File: src/rtl/win_xlate_pkg.sv
// Shared widths, cycle-type codes and record types for the window translator.
// Assumes a 32-bit local and PCI address space with 1 MB memory granules.
package win_xlate_pkg;
    localparam int ADDR_W     = 32;
    localparam int PAGE_LSB   = 20;
    localparam int IO_LSB     = 24;
    localparam int NUM_MEM    = 2;
    localparam int NUM_WIN    = NUM_MEM + 1;
    localparam int MAX_CODE   = 11;
    localparam int HI_W       = ADDR_W - PAGE_LSB;
    localparam int IO_HI_W    = ADDR_W - IO_LSB;
    localparam int MAP_W      = 16;
    localparam int CODE_W     = 4;
    localparam int KIND_W     = 3;
    localparam int WIN_IDX_W  = $clog2(NUM_WIN);
    localparam int SEL_W      = 3;

    typedef enum logic [KIND_W-1:0] {
        KIND_IACK    = 3'b000,
        KIND_IO      = 3'b001,
        KIND_MEM     = 3'b011,
        KIND_CONFIG  = 3'b101,
        KIND_MEMMULT = 3'b110
    } cyc_kind_e;

    typedef struct packed {
        logic [HI_W-1:0]   base_hi;
        logic [CODE_W-1:0] size_code;
        logic              en;
        logic [MAP_W-1:0]  map;
    } mem_win_cfg_t;

    typedef struct packed {
        logic [IO_HI_W-1:0] base_hi;
        logic               en;
        logic [IO_HI_W-1:0] map_hi;
    } io_win_cfg_t;

    typedef struct packed {
        logic              hit;
        logic [KIND_W-1:0] kind;
        logic [ADDR_W-1:0] addr;
    } win_res_t;
endpackage

File: src/rtl/win_cfg_regs.sv
// Base/map register store for all windows.
// Assumes the select values in the brief; unknown selects are ignored.
// Writes land on the clock edge that samples cfg_we.
module win_cfg_regs
    import win_xlate_pkg::*;
(
    input  logic                        clk,
    input  logic                        rst_n,
    input  logic                        we,
    input  logic [SEL_W-1:0]            sel,
    input  logic [ADDR_W-1:0]           wdata,
    output mem_win_cfg_t [NUM_MEM-1:0]  mem_cfg,
    output io_win_cfg_t                 io_cfg
);
    localparam logic [SEL_W-1:0] IO_BASE_SEL = SEL_W'(2 * NUM_MEM);
    localparam logic [SEL_W-1:0] IO_MAP_SEL  = SEL_W'(2 * NUM_MEM + 1);

    logic unused_wdata;
    assign unused_wdata = ^wdata[PAGE_LSB-1:MAP_W];

    genvar gi;
    generate
        for (gi = 0; gi < NUM_MEM; gi++) begin : g_mem
            localparam logic [SEL_W-1:0] BASE_SEL = SEL_W'(2 * gi);
            localparam logic [SEL_W-1:0] MAP_SEL  = SEL_W'(2 * gi + 1);
            // Hold base and map fields of one memory window.
            always_ff @(posedge clk) begin
                if (!rst_n) begin
                    mem_cfg[gi] <= '0;
                end else if (we && sel == BASE_SEL) begin
                    mem_cfg[gi].base_hi   <= wdata[ADDR_W-1:PAGE_LSB];
                    mem_cfg[gi].size_code <= wdata[7:4];
                    mem_cfg[gi].en        <= wdata[0];
                end else if (we && sel == MAP_SEL) begin
                    mem_cfg[gi].map <= wdata[MAP_W-1:0];
                end
            end
        end
    endgenerate

    // Hold the I/O window base and map fields.
    always_ff @(posedge clk) begin
        if (!rst_n) begin
            io_cfg <= '0;
        end else if (we && sel == IO_BASE_SEL) begin
            io_cfg.base_hi <= wdata[MAP_W-1:MAP_W-IO_HI_W];
            io_cfg.en      <= wdata[0];
        end else if (we && sel == IO_MAP_SEL) begin
            io_cfg.map_hi <= wdata[MAP_W-1:MAP_W-IO_HI_W];
        end
    end
endmodule

File: src/rtl/win_mem_match.sv
// Range compare and translation for one variable-size memory window.
// Assumes size codes above MAX_CODE saturate; purely combinational.
module win_mem_match
    import win_xlate_pkg::*;
(
    input  mem_win_cfg_t       cfg,
    input  logic [ADDR_W-1:0]  addr,
    output win_res_t           res
);
    logic [CODE_W-1:0] eff_code;
    logic [HI_W-1:0]   keep_mask;
    logic [HI_W-1:0]   addr_hi;
    logic [HI_W-1:0]   map_hi;
    logic              in_range;

    // Saturate the size code and build the compared-bit mask.
    always_comb begin
        eff_code  = (cfg.size_code > CODE_W'(MAX_CODE)) ? CODE_W'(MAX_CODE) : cfg.size_code;
        keep_mask = {HI_W{1'b1}} << eff_code;
        addr_hi   = addr[ADDR_W-1:PAGE_LSB];
        map_hi    = cfg.map[MAP_W-1:MAP_W-HI_W];
        in_range  = cfg.en && (((addr_hi ^ cfg.base_hi) & keep_mask) == '0);
    end

    // Form the translated address and cycle type for a hit.
    always_comb begin
        res = '0;
        if (in_range) begin
            res.hit = 1'b1;
            res.kind = cfg.map[3:1];
            res.addr[ADDR_W-1:PAGE_LSB] = (map_hi & keep_mask) | (addr_hi & ~keep_mask);
            res.addr[PAGE_LSB-1:2] = addr[PAGE_LSB-1:2];
            res.addr[1:0] = cfg.map[0] ? addr[1:0] : 2'b00;
        end
    end
endmodule

File: src/rtl/win_io_match.sv
// Range compare and translation for the fixed 16 MB I/O window.
// Assumes low address bits always pass through; purely combinational.
module win_io_match
    import win_xlate_pkg::*;
(
    input  io_win_cfg_t        cfg,
    input  logic [ADDR_W-1:0]  addr,
    output win_res_t           res
);
    // Compare the top byte and swap in the mapped top byte.
    always_comb begin
        res = '0;
        if (cfg.en && addr[ADDR_W-1:IO_LSB] == cfg.base_hi) begin
            res.hit  = 1'b1;
            res.kind = KIND_IO;
            res.addr = {cfg.map_hi, addr[IO_LSB-1:0]};
        end
    end
endmodule

File: src/rtl/win_prio_sel.sv
// Picks the lowest-index hitting window and registers the result.
// Assumes res[i] is all-zero when window i misses.
module win_prio_sel
    import win_xlate_pkg::*;
(
    input  logic                        clk,
    input  logic                        rst_n,
    input  logic                        valid,
    input  win_res_t [NUM_WIN-1:0]      res,
    output logic                        out_valid,
    output logic                        out_hit,
    output logic                        out_miss,
    output logic [WIN_IDX_W-1:0]        out_win,
    output logic [KIND_W-1:0]           out_kind,
    output logic [ADDR_W-1:0]           out_addr
);
    win_res_t             pick;
    logic [WIN_IDX_W-1:0] pick_idx;

    // Scan from the top so the lowest hitting index is kept last.
    always_comb begin
        pick     = '0;
        pick_idx = '0;
        for (int i = NUM_WIN - 1; i >= 0; i--) begin
            if (res[i].hit) begin
                pick     = res[i];
                pick_idx = WIN_IDX_W'(i);
            end
        end
    end

    // Register the chosen result; zero outputs when idle or missing.
    always_ff @(posedge clk) begin
        if (!rst_n || !valid) begin
            out_valid <= 1'b0;
            out_hit   <= 1'b0;
            out_miss  <= 1'b0;
            out_win   <= '0;
            out_kind  <= '0;
            out_addr  <= '0;
        end else begin
            out_valid <= 1'b1;
            out_hit   <= pick.hit;
            out_miss  <= !pick.hit;
            out_win   <= pick_idx;
            out_kind  <= pick.kind;
            out_addr  <= pick.addr;
        end
    end
endmodule

File: src/rtl/lbus_win_xlate.sv
// Top level: three-window local-to-PCI address translator.
// Assumes one lookup per cycle at most; result latency is one clock.
module lbus_win_xlate
    import win_xlate_pkg::*;
(
    input  logic                  clk,
    input  logic                  rst_n,
    input  logic                  cfg_we,
    input  logic [2:0]            cfg_sel,
    input  logic [31:0]           cfg_wdata,
    input  logic                  lk_valid,
    input  logic [31:0]           lk_addr,
    output logic                  out_valid,
    output logic                  out_hit,
    output logic                  out_miss,
    output logic [1:0]            out_win,
    output logic [2:0]            out_kind,
    output logic [31:0]           out_addr
);
    mem_win_cfg_t [NUM_MEM-1:0] mem_cfg;
    io_win_cfg_t                io_cfg;
    win_res_t [NUM_WIN-1:0]     res;

    win_cfg_regs u_regs (
        .clk     (clk),
        .rst_n   (rst_n),
        .we      (cfg_we),
        .sel     (cfg_sel),
        .wdata   (cfg_wdata),
        .mem_cfg (mem_cfg),
        .io_cfg  (io_cfg)
    );

    genvar gi;
    generate
        for (gi = 0; gi < NUM_MEM; gi++) begin : g_match
            win_mem_match u_mem (
                .cfg  (mem_cfg[gi]),
                .addr (lk_addr),
                .res  (res[gi])
            );
        end
    endgenerate

    win_io_match u_io (
        .cfg  (io_cfg),
        .addr (lk_addr),
        .res  (res[NUM_WIN-1])
    );

    win_prio_sel u_sel (
        .clk       (clk),
        .rst_n     (rst_n),
        .valid     (lk_valid),
        .res       (res),
        .out_valid (out_valid),
        .out_hit   (out_hit),
        .out_miss  (out_miss),
        .out_win   (out_win),
        .out_kind  (out_kind),
        .out_addr  (out_addr)
    );
endmodule

File: config.mk
export PLATFORM = sky130hd
export DESIGN_NAME = lbus_win_xlate
export DESIGN_NICKNAME = d
export VERILOG_FILES = /design/src/rtl/win_xlate_pkg.sv /design/src/rtl/win_cfg_regs.sv /design/src/rtl/win_mem_match.sv /design/src/rtl/win_io_match.sv /design/src/rtl/win_prio_sel.sv /design/src/rtl/lbus_win_xlate.sv
export SDC_FILE = /design/constraint.sdc
export NUM_CORES = 1
export LEC_CHECK = 0
export ABC_CLOCK_PERIOD_IN_PS = 3300
export CORE_UTILIZATION = 50
export CTS_BUF_LIST = sky130_fd_sc_hd__clkbuf_16
export CTS_CLUSTER_DIAMETER = 30
export CTS_CLUSTER_SIZE = 14
export DETAILED_ROUTE_END_ITERATION = 12
export HOLD_SLACK_MARGIN = 0.15
export PLACE_DENSITY_LB_ADDON = 0.3
export SYNTH_ARGS = -nofsm -noshare
export SYNTH_HDL_FRONTEND = slang
export SYNTH_SLANG_ARGS = --single-unit
File: constraint.sdc
create_clock -name clk -period 3.3 [get_ports clk]
set_input_delay 0.99 -clock clk [delete_from_list [all_inputs] [get_ports clk]]
set_output_delay 0.99 -clock clk [all_outputs]
set_load 0.05 [all_outputs]
==> results of run 1 <==
[cell usage in the layout, fill, tap and decap left out, types with 6 or more instances in the layout]
cell	netlist	routed
a21boi_0	83	83
a21oi_1	14	14
and2_1	21	21
and3_1	13	13
buf_4	1	25
clkbuf_16	0	17
clkdlybuf4s50_1	0	105
dfxtp_1	123	123
mux2i_1	20	20
nand2_1	182	182
nand2b_1	6	6
nand3_1	6	6
nor2_1	21	21
nor3_1	7	6
o31a_1	11	11
xnor2_1	15	15
xor2_1	17	17
[how the worst max path moves through the flow]
| stage | to | slack (ns) | depth (start not counted) |
|---|---|---|---|
| 5_1_grt | u_sel.out_miss$_SDFF_PN0_ | 0.35 | 8 |
| 3_3_place_gp | u_sel.out_addr[1]$_SDFF_PN0_ | 0.01 | 8 |
| 3_5_place_dp | u_sel.out_addr[1]$_SDFF_PN0_ | -0.008 | 8 |
| 2_1_floorplan | u_sel.out_kind[0]$_SDFF_PN0_ | 0.64 | 7 |
| 4_1_cts | u_sel.out_addr[1]$_SDFF_PN0_ | 0.43 | 8 |
| 6_report | u_sel.out_addr[1]$_SDFF_PN0_ | 0.40 | 8 |
[registers in the layout (all words and copies together) (netlist names)]
signal	cells
u_sel.out_addr	32
u_sel.out_miss	1
u_regs.mem_cfg	66
u_sel.out_valid	1
u_regs.io_cfg	17
u_sel.out_hit	1
u_sel.out_kind	3
u_sel.out_win	2
[final cells by class]
cell class	count	area [um^2]	area share
multi-input cells	460	2710	0.371
flip-flops and latches	123	2460	0.338
repair buffers	134	1300	0.179
clock buffers	17	425	0.0583
clock inverters	15	204	0.0280
well taps	136	170	0.0233
inverters	5	18.8	0.00257
[through the flow]
step	setup slack [ns]	util
final	0.405	0.703
after global routing	0.351	0.703
after CTS	0.432	0.703
after detailed placement	-0.00759	0.642
after global placement	0.00996	0.642
after floorplan	0.636	-
[cell usage after synthesis (2+ instances only)]
cell / number
nand2_1: 182
dfxtp_1: 123
a21boi_0: 83
clkbuf_1: 24
and2_1: 21
nor2_1: 21
mux2i_1: 20
xor2_1: 17
xnor2_1: 15
a21oi_1: 14
and3_1: 13
o31a_1: 11
nor3_1: 7
buf_2: 6
nand2b_1: 6
nand3_1: 6
buf_6: 4
inv_1: 4
o21ai_0: 4
nor2b_1: 3
o21a_1: 3
a211o_1: 2
a31oi_1: 2
and4_1: 2
nor3b_1: 2
o311a_1: 2
o31ai_1: 2
[cells by family after synthesis]
group,count (synthesis),share of synthesized area
flip-flops,123,0.460
AND/OR/NAND/NOR,269,0.219
XOR/XNOR,32,0.0523
buffers and inverters,40,0.0357
multiplexers,21,0.0402
AO/OA/AOI/OAI,138,0.193
[worst max-delay path, stage by stage]
cell	delay (ns)
clkdlybuf4s50_1	0.45
xor2_1	0.16
a22o_1	0.23
a2111o_1	0.44
or2_1	0.28
buf_12	0.17
a211o_1	0.29
and4_1	0.19
[layer usage]
metal | wire, um | GRT usage | part of all wire | up-vias
met5 | 0 | 0 | 0 | -
met4 | 306 | 0.126 | 0.021 | 0
met3 | 1050 | 0.0563 | 0.070 | 21
met2 | 7250 | 0.472 | 0.49 | 169
met1 | 6320 | 0.349 | 0.42 | 2293
li1 | - | - | - | 2333
[power by group]
part | switching [mW] | leakage [nW] | total (mW) | internal [mW]
clock network | 0.750 | 0.307 | 1.97 | 1.22
registers | 0.0183 | 0.994 | 1.53 | 1.51
logic | 0.134 | 1.46 | 0.276 | 0.142
==> results.md, run 1 <==
* Startpoint Class: primary input
* Std cell rows at 37
* Post-route clock period utilization at 0.877
* Peak supply drop at 320 uV
* Gate count of the mapped netlist at 623
* Kind of critical path: primary input to flip-flop
* Die height at 106 um
* Mean post-synth cell area at 8.60 um^2
* Synth top area share at 0.460
* GR Overflow Total at 0
* Final Wtd Congestion at 0.920
* Synth area leader: dfxtp_1
* Relative slew slack at 0.532
* Cts hold-fix bufs at 0
* DP HPWL at 10300 um
* Reg2Reg Launch Point: u_regs.mem_cfg[53]$_SDFFE_PN0P_
* #FFs+latches synth at 123
* Design area at 7290 um^2
* Fin Setup TNS at 0 ns
* DP Area at 6660 um^2
* Max cap viols at 0
* Static leakage at 2.77 nW
* PortBufs at 106
* Total track usage at 0.281
* Initial antenna violation count at 0
* Hold Slack at 0.463 ns
* Buffer count from post-CTS setup fixing at 0
* RR Endpoint: u_sel.out_addr[1]$_SDFF_PN0_
* Die Wd at 106 um
* WL/cell at 16.8 um
* Clk Latency, worst-skew pair at 0.42 ns
* Clk Tree Root Cell: clkbuf_16
* Final hold violations at 0
* CP startpoint: lk_addr[25]
* Area of the die at 11100 um^2
* Dpl cells at 858
* Reg-to-reg setup timing slack at 0.76 ns
* Via density at 5.41
* Global-route wire length before repair at 23700 um
* WL final at 14900 um
* I/O pin count at 111
* Starting density of the core at 0.517
* H-tree depth at 4
* YS warnings at 0
* Number of synthesized flops with an enable pin at 0
* Router iterations before antenna repair at 8
* Fill count at 810
* Mapped Area at 5360 um^2
* Nets at 812
* Unrepaired setup endpoints after global routing: no
* Residual DRC at 0
* Async set-reset flop share out of synthesis at 0
* Top FF cell, synth: dfxtp_1
* Design Power at 3.77 mW
* Fraction of layout cells with a size suffix above 1 at 0.0902
* Clock sinks at 123
* Core ar. at 10400 um^2
* Least-Margin Pin Slew at 0.700 ns
* CP Max Fanout at 29
* Sequential share of the synthesized area at 0.460
* Fmax at 345 MHz
* Pin count of the biggest net entering global routing at 84
* Outcome: finished, final reports clean
* First DRT Iteration DRCs at 353
* CP endpoint kind: flip-flop
* TritonCTS clock tree: done
* Post-route ant nets at 0
* Antenna cell count at 0
* Min Tclk post-route at 2.90 ns
* Count of different cell masters after synthesis at 51
* Synthesis-to-layout area growth at 36.1%
* Synth area leaders: dfxtp_1, nand2_1, a21boi_0
* Final setup violation count at 0
* Post-cts resize count at 0
* Worst Hold Depth at 2
* Hold path startpoint: u_regs.mem_cfg[2]$_SDFFE_PN0P_
* Finished Layout Cells at 890
* Syn_nets at 694
* PwrDens at 517 nW/um^2
* Total number of vias at 4816
* WP data arrival at 3.21 ns
* Hold Path Sink: u_regs.mem_cfg[2]$_SDFFE_PN0P_
* R2R depth at 7
* Number of global-route vias before repair at 4675
* Clk_skew at 0.00607 ns
* Inserted Clock Buffers at 17
* Clock transition at path regs at 0.06 ns
* Max Root-Sink Buffers at 2
* Worst hold path type: flip-flop to flip-flop
* Worst path required time at 3.61 ns
* Max-slew violations at 0
Note: power is estimated with default switching activity, not from simulation.
==> run 2, diff against run 1 <==
--- a/config.mk
+++ b/config.mk
@@ -12,7 +12,7 @@
 export CTS_CLUSTER_SIZE = 14
 export DETAILED_ROUTE_END_ITERATION = 12
 export HOLD_SLACK_MARGIN = 0.15
-export PLACE_DENSITY_LB_ADDON = 0.3
+export PLACE_DENSITY = 0.77
 export SYNTH_ARGS = -nofsm -noshare
 export SYNTH_HDL_FRONTEND = slang
 export SYNTH_SLANG_ARGS = --single-unit
==> results.md, run 2 (synthesized netlist as in run 1, its figures left out) <==
* Least-Margin Pin Slew at 0.717 ns
* Fraction of layout cells with a size suffix above 1 at 0.0939
* WP data arrival at 3.18 ns
* Design area at 7290 um^2
* RR Endpoint: u_sel.out_addr[0]$_SDFF_PN0_
* Biggest regs: u_regs.mem_cfg x66, u_sel.out_addr x32, u_regs.io_cfg x17
* Number of global-route vias before repair at 4677
* CP endpoint kind: flip-flop
* Residual DRC at 0
* Max cap viols at 0
* Most common library cell in the layout ignoring fill and taps: nand2_1
* DP Area at 6660 um^2
* Outcome: finished, final reports clean
* Std cell rows at 37
* Startpoint Class: primary input
* Dpl cells at 860
* Post-Route M1 WL at 6620 um
* Fmax at 346 MHz
* Post-cts resize count at 0
* Clock transition at path regs at 0.06 ns
* WL final at 15100 um
* Reg-to-reg setup timing slack at 0.73 ns
* Clk_skew at 0.0102 ns
* Post-route ant nets at 0
* Pin count of the biggest net entering global routing at 84
* Max-slew violations at 0
* Max Root-Sink Buffers at 2
* Met2 Wirelength at 7070 um
* Min Tclk post-route at 2.89 ns
* Total number of vias at 4838
* Reg2Reg Launch Point: u_regs.mem_cfg[53]$_SDFFE_PN0P_
* Top Metal Used: met4
* Worst path required time at 3.60 ns
* H-tree depth at 4
* Worst Hold Depth at 2
* Cts hold-fix bufs at 0
* Area of the die at 11100 um^2
* Inserted Clock Buffers at 17
* Clock sinks at 123
* Core ar. at 10400 um^2
* Synthesis-to-layout area growth at 36.2%
* I/O pin count at 111
* Nets at 814
* Total track usage at 0.283
* WL/cell at 16.9 um
* Relative slew slack at 0.522
* Post-route clock period utilization at 0.875
* DP HPWL at 10600 um
* Static leakage at 2.76 nW
* R2R depth at 7
* Finished Layout Cells at 892
* PwrDens at 521 nW/um^2
* Starting density of the core at 0.517
* Fill count at 829
* Max FFs per register at 66
* Die height at 106 um
* CP startpoint: lk_addr[25]
* Global-route wire length before repair at 24100 um
* Unrepaired setup endpoints after global routing: no
* Antenna cell count at 0
* CP Max Fanout at 18
* Design Power at 3.80 mW
* Final hold violations at 0
* PortBufs at 106
* Via density at 5.42
* Final setup violation count at 0
* Most frequent cells in the layout: nand2_1, dfxtp_1, clkdlybuf4s50_1, a21boi_0, buf_4
* Initial antenna violation count at 0
* Clk Tree Root Cell: clkbuf_16
* Buffer count from post-CTS setup fixing at 0
* Die Wd at 106 um
* Met3 WL at 936 um
* Peak supply drop at 350 uV
* CP Capture Point: u_sel.out_addr[0]$_SDFF_PN0_
* Post-layout util at 0.703
* Most flops, register: u_regs.mem_cfg
* Final Wtd Congestion at 0.875
* First DRT Iteration DRCs at 255
* TritonCTS clock tree: done
* Router iterations before antenna repair at 4
* GR Overflow Total at 0
* Kind of critical path: primary input to flip-flop
* Clk Latency, worst-skew pair at 0.41 ns
* Worst hold path type: flip-flop to flip-flop
[run 2: changes by cell type in the layout (fill, tap and decap cells not counted), sizes merged]
cell / previous run / this run
bufinv: 3 / 4
inv: 13 / 10
clkinvlp: 1 / 3
buf: 29 / 31
[run 2: worst max-delay path, stage by stage]
cell and delay [ns]:
clkdlybuf4s50_1 0.44, xor2_1 0.15, a22o_1 0.24, a2111o_1 0.43, or2_1 0.26, buf_4 0.20, a211o_1 0.28, and4_1 0.18
[run 2: worst min path at each step]
stage	from	endpoint	slack [ns]
floorplan	u_regs.mem_cfg[0]$_SDFFE_PN0P_	u_regs.mem_cfg[0]$_SDFFE_PN0P_	0.44
global placement	u_regs.mem_cfg[35]$_SDFFE_PN0P_	u_regs.mem_cfg[35]$_SDFFE_PN0P_	0.45
detailed placement	u_regs.mem_cfg[48]$_SDFFE_PN0P_	u_regs.mem_cfg[48]$_SDFFE_PN0P_	0.46
CTS	u_regs.mem_cfg[48]$_SDFFE_PN0P_	u_regs.mem_cfg[48]$_SDFFE_PN0P_	0.46
global route	u_regs.io_cfg[2]$_SDFFE_PN0P_	u_regs.io_cfg[2]$_SDFFE_PN0P_	0.49
finish	u_regs.mem_cfg[48]$_SDFFE_PN0P_	u_regs.mem_cfg[48]$_SDFFE_PN0P_	0.46
[run 2: per-layer routing]
metal / GRT usage / vias up
met3: 0.0668 / 23
li1: - / 2337
met4: 0.119 / 0
met2: 0.466 / 176
met1: 0.355 / 2302
met5: 0 / -
[run 2: where the power goes]
| group | total [mW] | leakage, nW | internal (mW) | switching (mW) |
|---|---|---|---|---|
| combinational | 0.276 | 1.46 | 0.143 | 0.134 |
| sequential | 1.53 | 0.994 | 1.51 | 0.0183 |
| clock | 2.00 | 0.303 | 1.28 | 0.717 |
| total | 3.80 | 2.76 | 2.93 | 0.869 |
[run 2: stage by stage]
step           hold WS, ns  setup WS, ns   TNS [ns]
2_1_floorplan        0.438         0.636          0
3_3_place_gp         0.447      -0.00752    -0.0186
3_5_place_dp         0.455     -0.000801  -0.000801
4_1_cts              0.463         0.419          0
5_1_grt              0.491         0.325          0
6_report             0.460         0.412          0
[run 2: cell type report]
type                       instances  area (um^2)  area share
clock buffer                      17          425      0.0583
clock inverter                    15          211      0.0290
inverter                           5         18.8     0.00257
multi-input combinational        460         2710       0.372
sequential                       123         2460       0.338
tap                              136          170      0.0233
timing repair buffer             136         1290       0.177
